## config.mk

```make
export PLATFORM = sky130hd
export DESIGN_NAME = hbus_strap_slave
export DESIGN_NICKNAME = d
export VERILOG_FILES = /design/src/rtl/hbus_pkg.sv /design/src/rtl/hbus_strap_cfg.sv /design/src/rtl/hbus_cycle_fsm.sv /design/src/rtl/hbus_regfile.sv /design/src/rtl/hbus_strap_slave.sv
export SDC_FILE = /design/constraint.sdc
export NUM_CORES = 1
export LEC_CHECK = 0
export BUFFER_PORTS_ARGS = -buffer_cell sky130_fd_sc_hd__buf_2
export CORE_ASPECT_RATIO = 1.1
export CORE_MARGIN = 3
export CORE_UTILIZATION = 26
export CTS_CLUSTER_DIAMETER = 60
export DETAILED_ROUTE_END_ITERATION = 7
export HOLD_SLACK_MARGIN = 0.05
export PLACE_DENSITY = 0.51
export SLEW_MARGIN = 40
export SYNTH_ARGS = -nofsm -noshare
export SYNTH_HDL_FRONTEND = slang
export SYNTH_SLANG_ARGS = --single-unit
```

## constraint.sdc

```tcl
create_clock -name clk -period 6.7 [get_ports clk]
set_input_delay 0.335 -clock clk [delete_from_list [all_inputs] [get_ports clk]]
set_output_delay 0.335 -clock clk [all_outputs]
set_load 0.01 [all_outputs]
```

## src/rtl/hbus_pkg.sv

```systemverilog
`timescale 1ns/1ps
package hbus_pkg;
  localparam int HB_DATA_W = 16;

  // bit order matches strap_i[4:0]
  typedef struct packed {
    logic rdy_same;  // [4] data valid with ready
    logic width32;   // [3] 32-bit host
    logic wr_high;   // [2] rwc high = write
    logic big_end;   // [1] byte swap
    logic clk2x;     // [0] 2X clock
  } strap_t;

  typedef enum logic [1:0] {
    ST_IDLE     = 2'd0,
    ST_WR       = 2'd1,
    ST_RD_EARLY = 2'd2,
    ST_RD_DATA  = 2'd3
  } bus_st_t;

  function automatic logic [HB_DATA_W-1:0] swap_bytes(input logic [HB_DATA_W-1:0] d);
    logic [HB_DATA_W-1:0] r;
    for (int b = 0; b < HB_DATA_W/8; b++)
      r[b*8 +: 8] = d[(HB_DATA_W/8-1-b)*8 +: 8];
    return r;
  endfunction
endpackage

```

## src/rtl/hbus_strap_cfg.sv

```systemverilog
`timescale 1ns/1ps
module hbus_strap_cfg
  import hbus_pkg::*;
(
  input  logic   clk,
  input  logic   rst_n,
  input  logic [4:0] strap_i,
  output strap_t cfg_o,
  output logic   tick_o
);
  logic   run_q;
  logic   ph_q;
  strap_t cfg_q;

  always_ff @(posedge clk or negedge rst_n) begin
    if (!rst_n) begin
      run_q <= 1'b0;
      ph_q  <= 1'b0;
      cfg_q <= '0;
    end else begin
      run_q <= 1'b1;
      if (!run_q) cfg_q <= strap_t'(strap_i);
      if (run_q)  ph_q  <= ~ph_q;
    end
  end

  assign cfg_o  = cfg_q;
  assign tick_o = run_q && (!cfg_q.clk2x || ph_q);


  strap_hold_chk: assert property (@(posedge clk) disable iff (!rst_n)
    (run_q && $past(run_q)) |-> $stable(cfg_q));
endmodule

```

## src/rtl/hbus_cycle_fsm.sv

```systemverilog
`timescale 1ns/1ps
module hbus_cycle_fsm
  import hbus_pkg::*;
#(
  parameter int ADDR_W = 11
) (
  input  logic              clk,
  input  logic              rst_n,
  input  logic              tick_i,
  input  logic              wr_high_i,
  input  logic              rdy_same_i,
  input  logic              ads_n_i,
  input  logic              cs_n_i,
  input  logic              rwc_i,
  input  logic [ADDR_W-1:0] addr_i,
  output logic [ADDR_W-1:0] addr_o,
  output logic              wr_en_o,
  output logic              oe_o,
  output logic              rdy_n_o
);
  bus_st_t           st_q;
  logic [ADDR_W-1:0] addr_q;
  logic              is_read;

  assign is_read = wr_high_i ? !rwc_i : rwc_i;

  always_ff @(posedge clk or negedge rst_n) begin
    if (!rst_n) begin
      st_q   <= ST_IDLE;
      addr_q <= '0;
    end else if (tick_i) begin
      unique case (st_q)
        ST_IDLE: if (!ads_n_i && !cs_n_i) begin
          addr_q <= addr_i;
          if (is_read) st_q <= rdy_same_i ? ST_RD_DATA : ST_RD_EARLY;
          else         st_q <= ST_WR;
        end
        ST_WR:       st_q <= ST_IDLE;
        ST_RD_EARLY: st_q <= ST_RD_DATA;
        ST_RD_DATA:  st_q <= ST_IDLE;
        default:     st_q <= ST_IDLE;
      endcase
    end
  end

  always_comb begin
    rdy_n_o = 1'b1;
    unique case (st_q)
      ST_WR, ST_RD_EARLY: rdy_n_o = 1'b0;
      ST_RD_DATA:         rdy_n_o = !rdy_same_i;
      default:            rdy_n_o = 1'b1;
    endcase
  end

  assign oe_o    = (st_q == ST_RD_DATA);
  assign wr_en_o = tick_i && (st_q == ST_WR);
  assign addr_o  = addr_q;


  idle_hold_chk: assert property (@(posedge clk) disable iff (!rst_n)
    (st_q == ST_IDLE && cs_n_i) |=> (st_q == ST_IDLE));

  early_data_chk: assert property (@(posedge clk) disable iff (!rst_n)
    ($rose(oe_o) && !rdy_same_i) |-> ($past(rdy_n_o) == 1'b0));

  same_data_chk: assert property (@(posedge clk) disable iff (!rst_n)
    (oe_o && rdy_same_i) |-> !rdy_n_o);
endmodule

```

## src/rtl/hbus_regfile.sv

```systemverilog
`timescale 1ns/1ps
module hbus_regfile #(
  parameter int NREGS  = 16,
  parameter int DATA_W = 16,
  parameter int ADDR_W = 11
) (
  input  logic              clk,
  input  logic              rst_n,
  input  logic              wr_en_i,
  input  logic [ADDR_W-1:0] addr_i,
  input  logic [DATA_W-1:0] wdata_i,
  output logic [DATA_W-1:0] rdata_o,
  input  logic              event_i,
  output logic              irq_o
);
  localparam int IDX_W = $clog2(NREGS);

  logic [NREGS-1:0][DATA_W-1:0] words;
  logic                         mapped;
  logic [IDX_W-1:0]             idx;
  logic                         irq_act;

  assign mapped = (addr_i[ADDR_W-1:IDX_W] == '0);
  assign idx    = addr_i[IDX_W-1:0];

  for (genvar i = 0; i < NREGS; i++) begin : g_word
    logic hit;
    assign hit = wr_en_i && mapped && (idx == IDX_W'(i));
    if (i == 1) begin : g_status
      logic stat_q;
      always_ff @(posedge clk or negedge rst_n) begin
        if (!rst_n)                    stat_q <= 1'b0;
        else if (event_i)              stat_q <= 1'b1;
        else if (hit && wdata_i[0])    stat_q <= 1'b0;
      end
      assign words[i] = {{(DATA_W-1){1'b0}}, stat_q};
    end else begin : g_plain
      logic [DATA_W-1:0] q;
      always_ff @(posedge clk or negedge rst_n) begin
        if (!rst_n)   q <= '0;
        else if (hit) q <= wdata_i;
      end
      assign words[i] = q;
    end
  end

  assign rdata_o = mapped ? words[idx] : '0;
  assign irq_act = words[0][1] && words[1][0];
  assign irq_o   = words[0][0] ? irq_act : !irq_act;


  stat_set_chk: assert property (@(posedge clk) disable iff (!rst_n)
    event_i |=> words[1][0]);

  stat_clr_chk: assert property (@(posedge clk) disable iff (!rst_n)
    (wr_en_i && addr_i == ADDR_W'(1) && wdata_i[0] && !event_i) |=> !words[1][0]);

  unmapped_wr_chk: assert property (@(posedge clk) disable iff (!rst_n)
    (wr_en_i && !mapped && !event_i) |=> $stable(words));
endmodule

```

## src/rtl/hbus_strap_slave.sv

```systemverilog
`timescale 1ns/1ps
module hbus_strap_slave
  import hbus_pkg::*;
#(
  parameter int ADDR_W = 11,
  parameter int NREGS  = 16
) (
  input  logic                 clk,
  input  logic                 rst_n,
  input  logic [4:0]           strap_i,
  input  logic [ADDR_W-1:0]    addr_i,
  input  logic [HB_DATA_W-1:0] data_i,
  output logic [HB_DATA_W-1:0] data_o,
  output logic                 data_oe_o,
  input  logic                 ads_n_i,
  input  logic                 cs_n_i,
  input  logic                 rwc_i,
  output logic                 rdy_n_o,
  output logic                 bs16_n_o,
  output logic                 int_o,
  input  logic                 event_i
);
  strap_t                cfg;
  logic                  tick;
  logic [ADDR_W-1:0]     acc_addr;
  logic                  wr_en;
  logic                  oe;
  logic                  rdy_n;
  logic [HB_DATA_W-1:0]  rdata;
  logic [HB_DATA_W-1:0]  wdata;

  hbus_strap_cfg u_cfg (
    .clk(clk), .rst_n(rst_n), .strap_i(strap_i), .cfg_o(cfg), .tick_o(tick)
  );

  hbus_cycle_fsm #(.ADDR_W(ADDR_W)) u_fsm (
    .clk(clk), .rst_n(rst_n), .tick_i(tick),
    .wr_high_i(cfg.wr_high), .rdy_same_i(cfg.rdy_same),
    .ads_n_i(ads_n_i), .cs_n_i(cs_n_i), .rwc_i(rwc_i), .addr_i(addr_i),
    .addr_o(acc_addr), .wr_en_o(wr_en), .oe_o(oe), .rdy_n_o(rdy_n)
  );

  assign wdata = cfg.big_end ? swap_bytes(data_i) : data_i;

  hbus_regfile #(.NREGS(NREGS), .DATA_W(HB_DATA_W), .ADDR_W(ADDR_W)) u_regs (
    .clk(clk), .rst_n(rst_n), .wr_en_i(wr_en), .addr_i(acc_addr),
    .wdata_i(wdata), .rdata_o(rdata), .event_i(event_i), .irq_o(int_o)
  );

  assign data_oe_o = oe;
  assign data_o    = oe ? (cfg.big_end ? swap_bytes(rdata) : rdata) : '0;
  assign rdy_n_o   = rdy_n;
  assign bs16_n_o  = !(cfg.width32 && !rdy_n);


  bs16_with_rdy_chk: assert property (@(posedge clk) disable iff (!rst_n)
    !bs16_n_o |-> !rdy_n_o);

  half_rate_chk: assert property (@(posedge clk) disable iff (!rst_n)
    (cfg.clk2x && tick) |=> !tick);
endmodule

```

==> qor.yml <==
tightest_slew_ps: 811
rr_endpoint: "u_regs.g_word[3].g_plain.q[13]$_DFFE_PN0P_"
rsz0062_at_grt: "false"
seq_area_frac_synth_pct: 52.1
avgRoutedWirePerCell_um: 21.6
nets: 963
cpMostUsedCell: "buf_4"
vdd_drop_max_v: 0.000270
syn_area_sq_um: 12500
synth_ff_type: "dfrtp_1"
vias: 7567
power_density_nw_per_um2: 333
fmax_ghz: 0.254
muxShareOfSynthArea_pct: 35.7
stdcell_count: 1583
synth_edf_count: 0
synthAdderAreaFrac_pct: 0.399
dp_hpwl_um: 21300
place_inst: 1507
synth_top_area_share_pct: 52.1
synth_compound_area_share_pct: 4.79
avgSynthCellArea_sq_um: 14.4
syn2layout_area_growth_pct: 16.8
timing.rr.start: "u_fsm.addr_o[1]$_DFFE_PN0P_"
drcViolationCount: 0
place.port_buffers: 57
grt_antenna_before_repair: 0
cap_violations: 0
synth_top_area_cell: "dfrtp_1"
grt_pass1_wl_um: 51900
die_w_um: 215
outcome: "finished clean"
period_share_pct: 58.9
synth_xor_area_share_pct: 0.210
yosys.area_share.simple_pct: 3.46
endpoint: "data_o[6]"
cts_tree: "done"
synth-seq-cells: 261
setup.worst_path.class: "reg -> out"
path_cells: "buf_4, nor2b_1, buf_4, a22oi_1, o21ai_0, o221ai_1, buf_2"
synth_common_cells: "mux2_2 (264), dfrtp_1 (261), mux2i_1 (64)"
coreArea_sq_um: 47100
syn-instance-count: 872
setup_tns_ps: 0
critPathMaxStageDelay_ps: 690
antennaDiodeCount: 0
die_h_um: 236
grt_pass1_vias: 8095
clock_sinks: 261
reg2regPathDepth: 5
track_usage_pct: 13.4
grt_start_max_net_pins: 89
core.rowCount: 83
leakagePower_uw: 0.00637
cts_buffers: 31
start_kind: "flop"
crit_slowest_cell: "dfrtp_2"
synth_nets: 914
clk_root_buffer_cell: "clkbuf_16"
synth-async-reset-ratio_pct: 100
first_iter_violations: 406
endpoint_kind: "output port"
setup_viol: 0
yosysUniqueCellTypes: 46
finalMaxSlewViolations: 0
synth_top_family_by_area: "multiplexers"
drt_wl_total_um: 34200
io_pins: 58
clockBufferDepth: 3
hold_violations: 0
clock-skew-final_ps: 21.1
h-tree-depth: 1
synth_most_common_cell: "mux2_2"
worstPathArrival_ps: 3610
netlist_top_cells_area: "dfrtp_1 (52%), mux2_2 (24%), mux4_2 (5.7%)"
r2r_slack_ps: 3510
required_ps: 6360
overflow: 0
cts.clk_slew.worst_paths_ps: 60
startpoint: "u_fsm.addr_o[3]$_DFFE_PN0P_"
hold_class: "in -> reg"
clkLatencyLatePin_ps: 580
max_slew_margin_pct: 45.9
firstDrtPassIters: 5
vias_per_cell: 4.78
dieArea_sq_um: 50900
drive_above_1_share_pct: 48.2
place_congestion: 0.736
synth_warnings: 0
initial_core_util_pct: 26.6
period_minus_slack_ps: 3940
cp_max_fo: 34
drtAntennaViolNets: 0
area by class of cell:
cell class	instances	area [sq um]
clock buffer	44	875
clock inverter	14	128
fill	4729	32500
inverter	4	15.0
multi-input combinational	526	5630
sequential	261	6540
tap	637	797
timing repair buffer	97	672
metrics by stage:
stage | worst slack [ps] | power [uW] | instance area, sq um | hold WS (ps) | utilization (%)
floorplan | 4190 | 2860 | 12500 | 39.4 | -
global placement | 3240 | 3250 | 13400 | 400 | 28.5
detailed placement | 3330 | 3270 | 13500 | 396 | 28.6
CTS | 2690 | 4950 | 14600 | 194 | 31.1
global route | 2560 | 5140 | 14700 | 251 | 31.1
finish | 2760 | 4880 | 14700 | 222 | 31.1
critical path, delay by kind of cell, from the launching register on:
family	cells	cell delay (ps)
AND/OR/NAND/NOR	1	650
buffers and inverters	3	1120
AO/OA/AOI/OAI	3	530
flip-flops	1	690
routing by layer:
layer / up-vias / track usage, % / part of all wire [%]
met1: 4007 / 17.8 / 46
met2: 142 / 22.4 / 48
met5: - / 0 / 0
met3: 50 / 2.07 / 2.9
met4: 0 / 4.25 / 3.2
li1: 3368 / - / -
registers in the layout, indices dropped and copies added (netlist names):
name,cells
u_cfg.cfg_o,5
u_cfg.ph_q,1
u_cfg.run_q,1
u_fsm.addr_o,11
u_fsm.st_q,2
u_regs.g_word.g_plain.q,240
u_regs.g_word.g_status.stat_q,1
power by group:
group	internal, uW	switching (uW)	total, uW	leakage (uW)
clock	955	687	1640	0.000495
combinational	594	672	1270	0.00262
sequential	1750	218	1970	0.00326
total	3300	1580	4880	0.00637
how the worst min path moves through the flow:
stage	from	to	slack [ps]	depth (start not counted)
floorplan	rst_n	u_cfg.cfg_o[0]$_DFFE_PN0N_	40	0
global placement	rst_n	u_regs.g_word[0].g_plain.q[11]$_DFFE_PN0P_	400	1
detailed placement	rst_n	u_regs.g_word[0].g_plain.q[11]$_DFFE_PN0P_	400	1
CTS	ads_n_i	u_fsm.st_q[0]$_DFFE_PN0P_	190	4
global route	ads_n_i	u_fsm.st_q[0]$_DFFE_PN0P_	250	4
finish	ads_n_i	u_fsm.st_q[0]$_DFFE_PN0P_	220	4
timing repair:
item,in CTS,in global routing
buffers inserted,0,0
hold buffers,18,0
resized for setup,0,0
hold endpoints to repair,102,0
cell usage in the layout, fill, tap and decap left out, drive strengths merged, types with 2 or more instances in the layout:
cell           n
mux2         274
dfrtp        261
buf           79
mux2i         64
clkbuf        44
mux4          32
o21ai         31
dlygate4sd3   18
a22oi         16
o221ai        16
nand3         15
o22a          14
clkinv         8
or4            7
inv            7
nor3           6
or3            5
nor4           5
nand2          5
nand2b         4
nand4          4
ha             4
nor2b          3
or4b           2
and2           2
a32oi          2
xor2           2
nor2           2
clkinvlp       2
nor3b          2
cells by family after synthesis:
kind of cell    count (synthesis)
simple gates                   64
xor+xnor                        3
compound gates                 84
other cells                     1
fa+ha+maj                       4
mux                           370
buf+inv                        85
flops                         261
(Power assumes the default switching activity.)
